[src/rtl/fcs_pkg.sv]
package fcs_pkg;

  typedef enum logic [1:0] {
    SEL_DIV  = 2'd0,
    SEL_PROT = 2'd1,
    SEL_CMD  = 2'd2,
    SEL_STAT = 2'd3
  } reg_sel_e;

  typedef enum logic [1:0] {
    SQ_IDLE = 2'd0,
    SQ_ADDR = 2'd1,
    SQ_CMD  = 2'd2
  } seq_st_e;

  localparam int CMD_W = 8;

  localparam logic [CMD_W-1:0] OP_MASS = 8'h41;
  localparam logic [CMD_W-1:0] OP_SECT = 8'h40;
  localparam logic [CMD_W-1:0] OP_PROG = 8'h20;

  localparam int BIT_EMPTY = 7;
  localparam int BIT_DONE  = 6;
  localparam int BIT_PROT  = 5;
  localparam int BIT_ACC   = 4;

  function automatic logic op_known(input logic [CMD_W-1:0] c);
    return (c == OP_MASS) || (c == OP_SECT) || (c == OP_PROG);
  endfunction

  function automatic logic op_is_prog(input logic [CMD_W-1:0] c);
    return c == OP_PROG;
  endfunction

endpackage

[src/rtl/fcs_guard.sv]
module fcs_guard
  import fcs_pkg::*;
#(
  parameter int IDX_W = 6
) (
  input  logic [CMD_W-1:0] cmd_i,
  input  logic [IDX_W-1:0] sect_i,
  input  logic [7:0]       prot_i,
  output logic             viol_o
);

  localparam int NSECT = 1 << IDX_W;
  localparam int LIM_W = IDX_W + 1;

  logic [LIM_W-1:0] sect_ext;
  logic [LIM_W-1:0] limit;

  always_comb begin
    sect_ext = {1'b0, sect_i};
    if (int'(prot_i) >= NSECT) begin
      limit = '0;
    end else begin
      limit = LIM_W'(NSECT - int'(prot_i));
    end
    if (cmd_i == OP_MASS) begin
      viol_o = |prot_i;
    end else begin
      viol_o = sect_ext >= limit;
    end
  end

endmodule

[src/rtl/fcs_seq.sv]
module fcs_seq
  import fcs_pkg::*;
#(
  parameter int ADDR_W = 10,
  parameter int DATA_W = 16,
  parameter int DIV_W  = 7
) (
  input  logic              clk,
  input  logic              rst,
  input  logic              reg_wr,
  input  logic [1:0]        reg_sel,
  input  logic [7:0]        reg_wdata,
  input  logic              arr_wr,
  input  logic [ADDR_W-1:0] arr_addr,
  input  logic [DATA_W-1:0] arr_wdata,
  input  logic              buf_full,
  input  logic              viol_i,
  output logic              push_o,
  output logic [CMD_W-1:0]  cmd_o,
  output logic [ADDR_W-1:0] addr_o,
  output logic [DATA_W-1:0] data_o,
  output logic [7:0]        prot_o,
  output logic              pviol_o,
  output logic              accerr_o,
  output logic              div_ld_o,
  output logic [DIV_W-1:0]  div_val_o
);

  seq_st_e  st;
  reg_sel_e sel;
  logic     err;
  logic     launch_req;

  assign sel = reg_sel_e'(reg_sel);
  assign err = pviol_o | accerr_o;

  // a launch attempt that is not blocked by a sticky flag or a full buffer
  assign launch_req = reg_wr && (sel == SEL_STAT) && (reg_wdata != 8'h00) &&
                      reg_wdata[BIT_EMPTY] && !err && !buf_full;

  assign push_o = launch_req && (st == SQ_CMD) && div_ld_o && !viol_i;

  always_ff @(posedge clk) begin
    if (rst) begin
      st        <= SQ_IDLE;
      pviol_o   <= 1'b0;
      accerr_o  <= 1'b0;
      div_ld_o  <= 1'b0;
      div_val_o <= '0;
      prot_o    <= '0;
      cmd_o     <= '0;
      addr_o    <= '0;
      data_o    <= '0;
    end else if (reg_wr) begin
      unique case (sel)
        SEL_DIV: begin
          if (!div_ld_o) begin
            div_val_o <= reg_wdata[DIV_W-1:0];
            div_ld_o  <= 1'b1;
          end
        end
        SEL_PROT: prot_o <= reg_wdata;
        SEL_CMD: begin
          if (!err && !buf_full) begin
            if (st == SQ_ADDR && op_known(reg_wdata)) begin
              cmd_o <= reg_wdata;
              st    <= SQ_CMD;
            end else begin
              accerr_o <= 1'b1;
              st       <= SQ_IDLE;
            end
          end
        end
        SEL_STAT: begin
          if (reg_wdata[BIT_PROT]) pviol_o  <= 1'b0;
          if (reg_wdata[BIT_ACC])  accerr_o <= 1'b0;
          if (reg_wdata == 8'h00) begin
            st <= SQ_IDLE;
          end else if (launch_req) begin
            st <= SQ_IDLE;
            if (st != SQ_CMD || !div_ld_o) begin
              accerr_o <= 1'b1;
            end else if (viol_i) begin
              pviol_o <= 1'b1;
            end
          end
        end
        default: ;
      endcase
    end else if (arr_wr && !err && !buf_full) begin
      if (st == SQ_IDLE) begin
        addr_o <= arr_addr;
        data_o <= arr_wdata;
        st     <= SQ_ADDR;
      end else begin
        accerr_o <= 1'b1;
        st       <= SQ_IDLE;
      end
    end
  end

endmodule

[src/rtl/fcs_tick.sv]
module fcs_tick #(
  parameter int DIV_W = 7
) (
  input  logic             clk,
  input  logic             rst,
  input  logic             restart,
  input  logic             run,
  input  logic [DIV_W-1:0] div_val,
  output logic             tick
);

  logic [DIV_W-1:0] pcnt;

  assign tick = run && (pcnt == div_val);

  always_ff @(posedge clk) begin
    if (rst || restart) begin
      pcnt <= '0;
    end else if (run) begin
      if (pcnt == div_val) begin
        pcnt <= '0;
      end else begin
        pcnt <= pcnt + 1'b1;
      end
    end
  end

endmodule

[src/rtl/fcs_exec.sv]
module fcs_exec
  import fcs_pkg::*;
#(
  parameter int ADDR_W      = 10,
  parameter int DATA_W      = 16,
  parameter int ERASE_TICKS = 6,
  parameter int PROG_TICKS  = 3
) (
  input  logic              clk,
  input  logic              rst,
  input  logic              push,
  input  logic [CMD_W-1:0]  in_cmd,
  input  logic [ADDR_W-1:0] in_addr,
  input  logic [DATA_W-1:0] in_data,
  input  logic              tick,
  output logic              pend_o,
  output logic              act_o,
  output logic              start_o,
  output logic [CMD_W-1:0]  act_cmd,
  output logic [ADDR_W-1:0] act_addr,
  output logic [DATA_W-1:0] act_data
);

  localparam int MAXT  = (ERASE_TICKS > PROG_TICKS) ? ERASE_TICKS : PROG_TICKS;
  localparam int CNT_W = $clog2(MAXT + 1);

  logic [CMD_W-1:0]  p_cmd;
  logic [ADDR_W-1:0] p_addr;
  logic [DATA_W-1:0] p_data;
  logic [CNT_W-1:0]  cnt;
  logic [CNT_W-1:0]  load_val;

  assign start_o  = !act_o && pend_o;
  assign load_val = op_is_prog(p_cmd) ? CNT_W'(PROG_TICKS) : CNT_W'(ERASE_TICKS);

  always_ff @(posedge clk) begin
    if (rst) begin
      pend_o   <= 1'b0;
      act_o    <= 1'b0;
      cnt      <= '0;
      p_cmd    <= '0;
      p_addr   <= '0;
      p_data   <= '0;
      act_cmd  <= '0;
      act_addr <= '0;
      act_data <= '0;
    end else begin
      if (push) begin
        pend_o <= 1'b1;
        p_cmd  <= in_cmd;
        p_addr <= in_addr;
        p_data <= in_data;
      end
      if (act_o && tick) begin
        if (cnt == CNT_W'(1)) act_o <= 1'b0;
        cnt <= cnt - 1'b1;
      end
      if (start_o) begin
        act_o    <= 1'b1;
        pend_o   <= 1'b0;
        act_cmd  <= p_cmd;
        act_addr <= p_addr;
        act_data <= p_data;
        cnt      <= load_val;
      end
    end
  end

endmodule

[src/rtl/flash_cmd_seq.sv]
module flash_cmd_seq
  import fcs_pkg::*;
#(
  parameter int ADDR_W      = 10,
  parameter int DATA_W      = 16,
  parameter int SECT_W      = 4,
  parameter int DIV_W       = 7,
  parameter int ERASE_TICKS = 6,
  parameter int PROG_TICKS  = 3
) (
  input  logic              clk,
  input  logic              rst,
  input  logic              reg_wr,
  input  logic [1:0]        reg_sel,
  input  logic [7:0]        reg_wdata,
  input  logic              arr_wr,
  input  logic [ADDR_W-1:0] arr_addr,
  input  logic [DATA_W-1:0] arr_wdata,
  output logic [7:0]        status,
  output logic              div_loaded,
  output logic              op_busy,
  output logic [7:0]        op_cmd,
  output logic [ADDR_W-1:0] op_addr,
  output logic [DATA_W-1:0] op_data
);

  localparam int IDX_W = ADDR_W - SECT_W;

  logic              push;
  logic              viol;
  logic [CMD_W-1:0]  seq_cmd;
  logic [ADDR_W-1:0] seq_addr;
  logic [DATA_W-1:0] seq_data;
  logic [7:0]        prot;
  logic              pviol;
  logic              accerr;
  logic [DIV_W-1:0]  div_val;
  logic              pend;
  logic              start;
  logic              tick;

  fcs_seq #(
    .ADDR_W(ADDR_W), .DATA_W(DATA_W), .DIV_W(DIV_W)
  ) u_seq (
    .clk(clk), .rst(rst),
    .reg_wr(reg_wr), .reg_sel(reg_sel), .reg_wdata(reg_wdata),
    .arr_wr(arr_wr), .arr_addr(arr_addr), .arr_wdata(arr_wdata),
    .buf_full(pend), .viol_i(viol), .push_o(push),
    .cmd_o(seq_cmd), .addr_o(seq_addr), .data_o(seq_data),
    .prot_o(prot), .pviol_o(pviol), .accerr_o(accerr),
    .div_ld_o(div_loaded), .div_val_o(div_val)
  );

  fcs_guard #(
    .IDX_W(IDX_W)
  ) u_guard (
    .cmd_i(seq_cmd), .sect_i(seq_addr[ADDR_W-1:SECT_W]),
    .prot_i(prot), .viol_o(viol)
  );

  fcs_exec #(
    .ADDR_W(ADDR_W), .DATA_W(DATA_W),
    .ERASE_TICKS(ERASE_TICKS), .PROG_TICKS(PROG_TICKS)
  ) u_exec (
    .clk(clk), .rst(rst), .push(push),
    .in_cmd(seq_cmd), .in_addr(seq_addr), .in_data(seq_data),
    .tick(tick), .pend_o(pend), .act_o(op_busy), .start_o(start),
    .act_cmd(op_cmd), .act_addr(op_addr), .act_data(op_data)
  );

  fcs_tick #(
    .DIV_W(DIV_W)
  ) u_tick (
    .clk(clk), .rst(rst), .restart(start), .run(op_busy),
    .div_val(div_val), .tick(tick)
  );

  assign status = {~pend, ~(pend | op_busy), pviol, accerr, 4'b0000};

endmodule

[config.mk]
export PLATFORM = sky130hd
export DESIGN_NAME = flash_cmd_seq
export DESIGN_NICKNAME = d
export VERILOG_FILES = /design/src/rtl/fcs_pkg.sv /design/src/rtl/fcs_guard.sv /design/src/rtl/fcs_seq.sv /design/src/rtl/fcs_tick.sv /design/src/rtl/fcs_exec.sv /design/src/rtl/flash_cmd_seq.sv
export SDC_FILE = /design/constraint.sdc
export NUM_CORES = 1
export LEC_CHECK = 0
export BUFFER_PORTS_ARGS = -buffer_cell sky130_fd_sc_hd__buf_2
export CORE_ASPECT_RATIO = 0.75
export CORE_UTILIZATION = 50
export CTS_CLUSTER_DIAMETER = 50
export DETAILED_ROUTE_END_ITERATION = 6
export HOLD_SLACK_MARGIN = 0.15
export PLACE_DENSITY = 0.71
export SYNTH_ARGS = -nofsm -noshare
export SYNTH_HDL_FRONTEND = slang
export SYNTH_SLANG_ARGS = --single-unit
[constraint.sdc]
create_clock -name clk -period 4.1 [get_ports clk]
set_clock_uncertainty 0.15 [all_clocks]
set_input_delay 0.615 -clock clk [delete_from_list [all_inputs] [get_ports clk]]
set_output_delay 0.615 -clock clk [all_outputs]
set_load 0.05 [all_outputs]
* Word level (Yosys, flattened, before mapping)
Index checks and enable logic that the tools add are counted.
** Storage, ports and cells
- Register bits :: 134
- Input port bits :: 40
** Cells by class
- Order comparisons :: 2
- Reductions and logical operators :: 42
- Bitwise logic cells :: 6
- Equal/unequal tests :: 18
- $add $sub $neg :: 3
- Multiplexer cells :: 32
** Operators by type and width (count)
- equality test 8 x 7 -> 1 bit, second input constant :: 3
- 2-to-1 mux 1 bit :: 19
- equality test 8 x 6 -> 1 bit, second input constant :: 2
- logical AND 1 bit :: 15
- 2-to-1 mux 7 bit :: 2
- 2-to-1 mux 2 bit :: 6
- 2-to-1 mux 3 bit :: 3
- >= comparator 8 x 7 -> 1 bit, second input constant :: 1
- zero test 8 bit :: 1
- AND reduction 2 bit :: 4
- AND reduction 4 bit :: 2
- nonzero test 8 bit :: 1
- OR reduction 8 bit :: 1
- adder 7 x 1 -> 7 bit, second input constant :: 1
- equality test 7 bit :: 1
- >= comparator 6 x 7 -> 1 bit :: 1
- subtractor 7 bit, first input constant :: 1
- equality test 2 bit, second input constant :: 3
- AND reduction 3 bit :: 2
- nonzero test 2 bit :: 3
- zero test 1 bit :: 5
- AND reduction 5 bit :: 1
- equality test 2 x 1 -> 1 bit, second input constant :: 2
- zero test 2 bit :: 2
- 13 further kinds :: 21

* Longest topological paths before layout
- Depth in word-level cells :: 10
- Gate-level depth with buffers :: 13

* Modules after synthesis
From an unflattened synthesis, not the netlist that was laid out.
** Second synthesis, totals
- Cell total of the unflattened synthesis :: 616
- Area total of the unflattened synthesis :: 5541.6 µm²
** Modules (own cells, without submodules)
- fcs_exec :: area an instance 2661.3 µm², sequential area each 1461.4 µm², cells each 287, times used 1
- fcs_seq :: area an instance 2068.2 µm², sequential area each 1081.0 µm², cells each 237, times used 1
- fcs_tick :: area an instance 486.7 µm², sequential area each 140.1 µm², cells each 48, times used 1
- fcs_guard :: area an instance 269.0 µm², sequential area each 0.0 µm², cells each 35, times used 1
- flash_cmd_seq :: area an instance 56.3 µm², sequential area each 0.0 µm², cells each 9, times used 1

* Least setup slack after synthesis
No wires, ideal clock.
- Kind :: reg2reg
- From :: reg u_seq.prot_o[0]
- To :: reg u_exec.p_addr[2]
- Setup slack :: 1.452 ns
- Library setup time :: 0.062 ns
- Data required time :: 3.888 ns
- Cell stages (with the launch flop) :: 14
- Data arrival time :: 2.436 ns
- Path buffers :: 2
- Cells stage by stage :: dfxtp_1 > inv_1 > ha_1 > nand2_1 > xor2_1 > nand2_1 > ha_1 > a21o_1 > a221o_1 > a41oi_2 > buf_2 > buf_2 > nand3_1 > nand3_1
** On the way
- Word-level cells in the longest chain between the ends :: 6
** Ends and longest elaborated chain
- start, declared :: RTL line fcs_seq.sv:22 : output logic [7:0] prot_o,
- start signal, assigned :: RTL line fcs_seq.sv:62 : SEL_PROT: prot_o <= reg_wdata;
- subtractor 7 bit or >= comparator 8 x 7 -> 1 bit (tied branches) :: RTL line fcs_guard.sv:23, fcs_guard.sv:20
- 2-to-1 mux 7 bit :: RTL line fcs_guard.sv:20 : if (int'(prot_i) >= NSECT) begin
- >= comparator 6 x 7 -> 1 bit :: RTL line fcs_guard.sv:28 : viol_o = sect_ext >= limit;
- 2-to-1 mux 1 bit * :: RTL line fcs_guard.sv:25 : if (cmd_i == OP_MASS) begin
- zero test 1 bit * :: RTL line fcs_seq.sv:41 : assign push_o = launch_req && (st == SQ_CMD) && div_ld_o && !viol_i;
- logical AND 1 bit * :: RTL line fcs_seq.sv:41
- end signal, assigned :: RTL line fcs_exec.sv:51 : p_addr <= in_addr;
- end, declared :: RTL line fcs_exec.sv:28 : logic [ADDR_W-1:0] p_addr;
Mark *: on every way between the ends. The rest lies on a longest branch, timed or not.
A chain may end at the register's enable or synchronous reset.

* Worst setup path in the final report
- From :: reg u_seq.prot_o[0]
- To :: reg u_exec.p_data[4]
** On the way
- Word-level cells in the longest chain between the ends :: 6
** Ends and longest elaborated chain
- subtractor 7 bit or >= comparator 8 x 7 -> 1 bit (tied branches) :: RTL line fcs_guard.sv:23, fcs_guard.sv:20
- 2-to-1 mux 7 bit :: RTL line fcs_guard.sv:20
- >= comparator 6 x 7 -> 1 bit :: RTL line fcs_guard.sv:28
- 2-to-1 mux 1 bit * :: RTL line fcs_guard.sv:25
- zero test 1 bit * :: RTL line fcs_seq.sv:41
- logical AND 1 bit * :: RTL line fcs_seq.sv:41
- end signal, assigned :: RTL line fcs_exec.sv:52 : p_data <= in_data;
- end, declared :: RTL line fcs_exec.sv:29 : logic [DATA_W-1:0] p_data;
Marks and branches as above.

==> impl_metrics.py <==
metrics = {
    "run_status": {
        "run_status": "completed",
    },
    "clock_tree": {
        "post-cts-setup-buffers": 0,
        "ctsResizeCount": 0,
        "cts.reportedPaths.clkPinSlew_ps": 50,
        "cts-root-buf": "clkbuf_16",
        "clock_path_buffers": 2,
        "cts_sinks": 134,
        "cts_tree": "built",
        "htreeDepth": 4,
        "insertion_delay_ps": 410,
        "cts_hold_buf": 0,
        "cts_buffers": 17,
    },
    "timing": {
        "fmax_mhz": 297,
        "tightest_slew_ps": 1180,
        "setup_violations": 0,
        "min_period_over_period": 0.822,
        "hold_viol": 0,
        "rsz0062_at_grt": "no",
        "slew_headroom": 0.215,
        "fin_crit_ps": 3370,
        "fin_tns_setup_ps": 0,
        "drv_slew": 0,
    },
    "critical_path": {
        "r2r_cells": 12,
        "path_class": "flip-flop to flip-flop",
        "cp.arrival_ps": 3510,
        "reg2reg_from": "u_seq.prot_o[0]$_SDFFE_PP0P_",
        "cp-end-kind": "flip-flop",
        "cp.required_ps": 4240,
        "path_cells": "inv_1 > ha_1 > nand2_1 > xor2_1 > nand2_1 > ha_1 > a21o_1 > a221o_1 > a41oi_4 > buf_4 > or4b_1 > nand3_1",
        "startpoint_type": "flip-flop",
        "critPathSlowestCell": "a41oi_4",
        "rr_endpoint": "u_exec.p_data[4]$_SDFFE_PP0P_",
        "cp_slowest_stage_delay_ps": 670,
        "rrSetupSlack_ps": 730,
        "crit_path_max_fanout": 30,
    },
    "cells_and_area": {
        "postLayoutCellArea_um2": 7250,
        "syn_to_final_growth_pct": 13.8,
        "fillCellCount": 1150,
        "final_common_cell": "nand2_1",
        "final_nets": 870,
        "drive_gt1_frac": 0.147,
        "final_cell_mix": "nand2_1 (152), dfxtp_1 (134), buf_2 (78)",
        "insertedDiodeCount": 0,
    },
    "yosys": {
        "synth_cells": 782,
        "ys_ff_latch": 134,
        "ys_seq_area_frac": 0.421,
        "ys_types": 49,
        "synth_area_leaders": "dfxtp_1 (42%), nand2_1 (9.0%), nand3_1 (5.6%)",
        "synth-edff-count": 0,
        "ys.flop_type": "dfxtp_1",
        "yosysTopAreaCell": "dfxtp_1",
        "yosysWarnings": 0,
        "syn-mean-instance-area_um2": 8.15,
        "syn_area_um2": 6370,
        "synth_top_area_share": 0.421,
        "async_flop_share": 0,
    },
    "grt": {
        "grt_usage": 0.230,
        "grt_pass1_vias": 4892,
        "grt_start_max_net_pins": 128,
        "grt_first_pass_wirelength_mm": 24.2,
        "grt_overflow_total": 0,
        "antenna_found_initial": 0,
    },
    "route": {
        "avgViaCountPerCell": 5.59,
        "final_antenna_net_count": 0,
        "drt_iter0_drc": 378,
        "drt-wirelength-per-cell_um": 14.9,
        "routed_wl_mm": 14.8,
        "first_pass_iters": 4,
        "route.detailed.drc": 0,
        "vias": 5560,
    },
    "floorplanning": {
        "initial_core_util": 0.516,
        "ios": 84,
        "die_w_um": 132,
        "fp-row-count": 35,
        "die_h_um": 99.8,
        "fp.coreArea_um2": 12300,
        "dieArea_um2": 13200,
    },
    "place": {
        "portBuffers": 79,
        "finalWeightedCongestion": 0.866,
        "dpl.hpwl_mm": 9.86,
        "placed_area_um2": 6770,
    },
    "power_and_ir_drop": {
        "peakVddDrop_uv": 301,
        "p_leak_nw": 2.81,
        "power.density_nw_per_um2": 406,
    },
    "run": {
        "maxCapViolCount": 0,
    },
    "min_path": {
        "hp-class": "primary input to flip-flop",
        "hold_path.startpoint": "arr_wdata[1]",
        "whs_path_depth": 3,
        "min_to": "u_seq.data_o[1]$_SDFFE_PP0P_",
    },
}
==> per-stage QoR <==
stage	power [mW]	hold WS [ps]	utilization	instances	worst slack, ps
2_1_floorplan	1.60	282	-	785	1450
3_3_place_gp	1.67	292	0.548	967	864
3_5_place_dp	1.69	295	0.548	967	755
4_1_cts	2.97	275	0.587	995	736
5_1_grt	3.05	281	0.587	995	524
6_report	2.94	291	0.587	995	729
==> sequential cells by signal (all words and copies together), names as in the netlist <==
| name | flops |
|---|---|
| u_exec.act_o | 1 |
| u_exec.cnt | 3 |
| u_exec.p_data | 16 |
| u_exec.p_addr | 10 |
| u_exec.act_data | 16 |
| u_seq.div_val_o | 7 |
| u_exec.act_cmd | 8 |
| u_seq.div_ld_o | 1 |
| u_seq.pviol_o | 1 |
| u_seq.addr_o | 10 |
| u_seq.cmd_o | 8 |
| u_exec.act_addr | 10 |
| u_seq.accerr_o | 1 |
| u_exec.p_cmd | 8 |
| u_exec.pend_o | 1 |
| u_seq.prot_o | 8 |
| u_tick.pcnt | 7 |
| u_seq.st | 2 |
| u_seq.data_o | 16 |
==> power breakdown <==
| group | switching (mW) | total (mW) | leakage (nW) | internal (mW) |
|---|---|---|---|---|
| Sequential | 0.0193 | 1.35 | 1.08 | 1.33 |
| Combinational | 0.232 | 0.320 | 1.48 | 0.0884 |
| Clock | 0.512 | 1.28 | 0.248 | 0.764 |
==> critical path, delay by kind of cell, from the launching register on <==
kind | cells | cell delay (ps)
AO/OA/AOI/OAI | 3 | 1170
XOR/XNOR | 1 | 150
adder cells (fa/ha/maj) | 2 | 560
buffers and inverters | 2 | 420
flip-flops | 1 | 350
AND/OR/NAND/NOR | 4 | 440
==> worst max path at each step <==
stage | start | endpoint | depth (start not counted)
after floorplan | u_seq.prot_o[0]$_SDFFE_PP0P_ | u_exec.p_addr[2]$_SDFFE_PP0P_ | 13
after global placement | u_seq.prot_o[0]$_SDFFE_PP0P_ | u_exec.p_addr[5]$_SDFFE_PP0P_ | 12
after detailed placement | u_seq.prot_o[0]$_SDFFE_PP0P_ | u_exec.p_data[6]$_SDFFE_PP0P_ | 12
after CTS | u_seq.prot_o[0]$_SDFFE_PP0P_ | u_exec.p_data[10]$_SDFFE_PP0P_ | 12
after global routing | u_seq.prot_o[0]$_SDFFE_PP0P_ | u_exec.p_data[10]$_SDFFE_PP0P_ | 12
final | u_seq.prot_o[0]$_SDFFE_PP0P_ | u_exec.p_data[4]$_SDFFE_PP0P_ | 12
==> synth_stat cells, drive strengths merged (2+ instances only) <==
| library cell | n |
|---|---|
| nand2 | 152 |
| dfxtp | 134 |
| nand3 | 71 |
| a21oi | 69 |
| a31oi | 37 |
| clkbuf | 37 |
| nor2b | 36 |
| or4b | 36 |
| buf | 34 |
| nor2 | 34 |
| nor3b | 34 |
| mux2i | 13 |
| xnor2 | 13 |
| ha | 10 |
| inv | 9 |
| nor3 | 9 |
| or3 | 6 |
| and2 | 5 |
| o21ai | 5 |
| xor2 | 5 |
| nor4b | 4 |
| nand2b | 3 |
| nand3b | 3 |
| nor4 | 3 |
| a211oi | 2 |
| a311oi | 2 |
| nand4 | 2 |
==> logic make-up (layout without fill, tap and decap cells) <==
logic type,Yosys count,after routing,share of synthesized area
simple gates,403,403,0.342
flops,134,134,0.421
compound gates,123,123,0.114
buf+inv,80,124,0.0569
xor+xnor,18,18,0.0247
mux,13,13,0.0204
fa+ha+maj,10,10,0.0196
other cells,1,4,0.000588
==> area by class of cell <==
class | instances | area (um^2) | share of cell area
Clock buffer | 21 | 450 | 0.0621
Tap cell | 166 | 208 | 0.0286
Clock inverter | 7 | 35.0 | 0.00483
Multi-Input combinational cell | 571 | 3360 | 0.463
Sequential cell | 134 | 2680 | 0.370
Timing Repair Buffer | 87 | 483 | 0.0666
Inverter | 9 | 33.8 | 0.00466
==> routing by layer <==
layer  vias to the layer above  global-route usage  part of all wire
li1                       2802                   -                 -
met1                      2583               0.346              0.51
met2                       159               0.323              0.42
met3                        16              0.0455             0.056
met4                         0              0.0813             0.011
met5                         -                   0                 0
(Power assumes the default switching activity.)
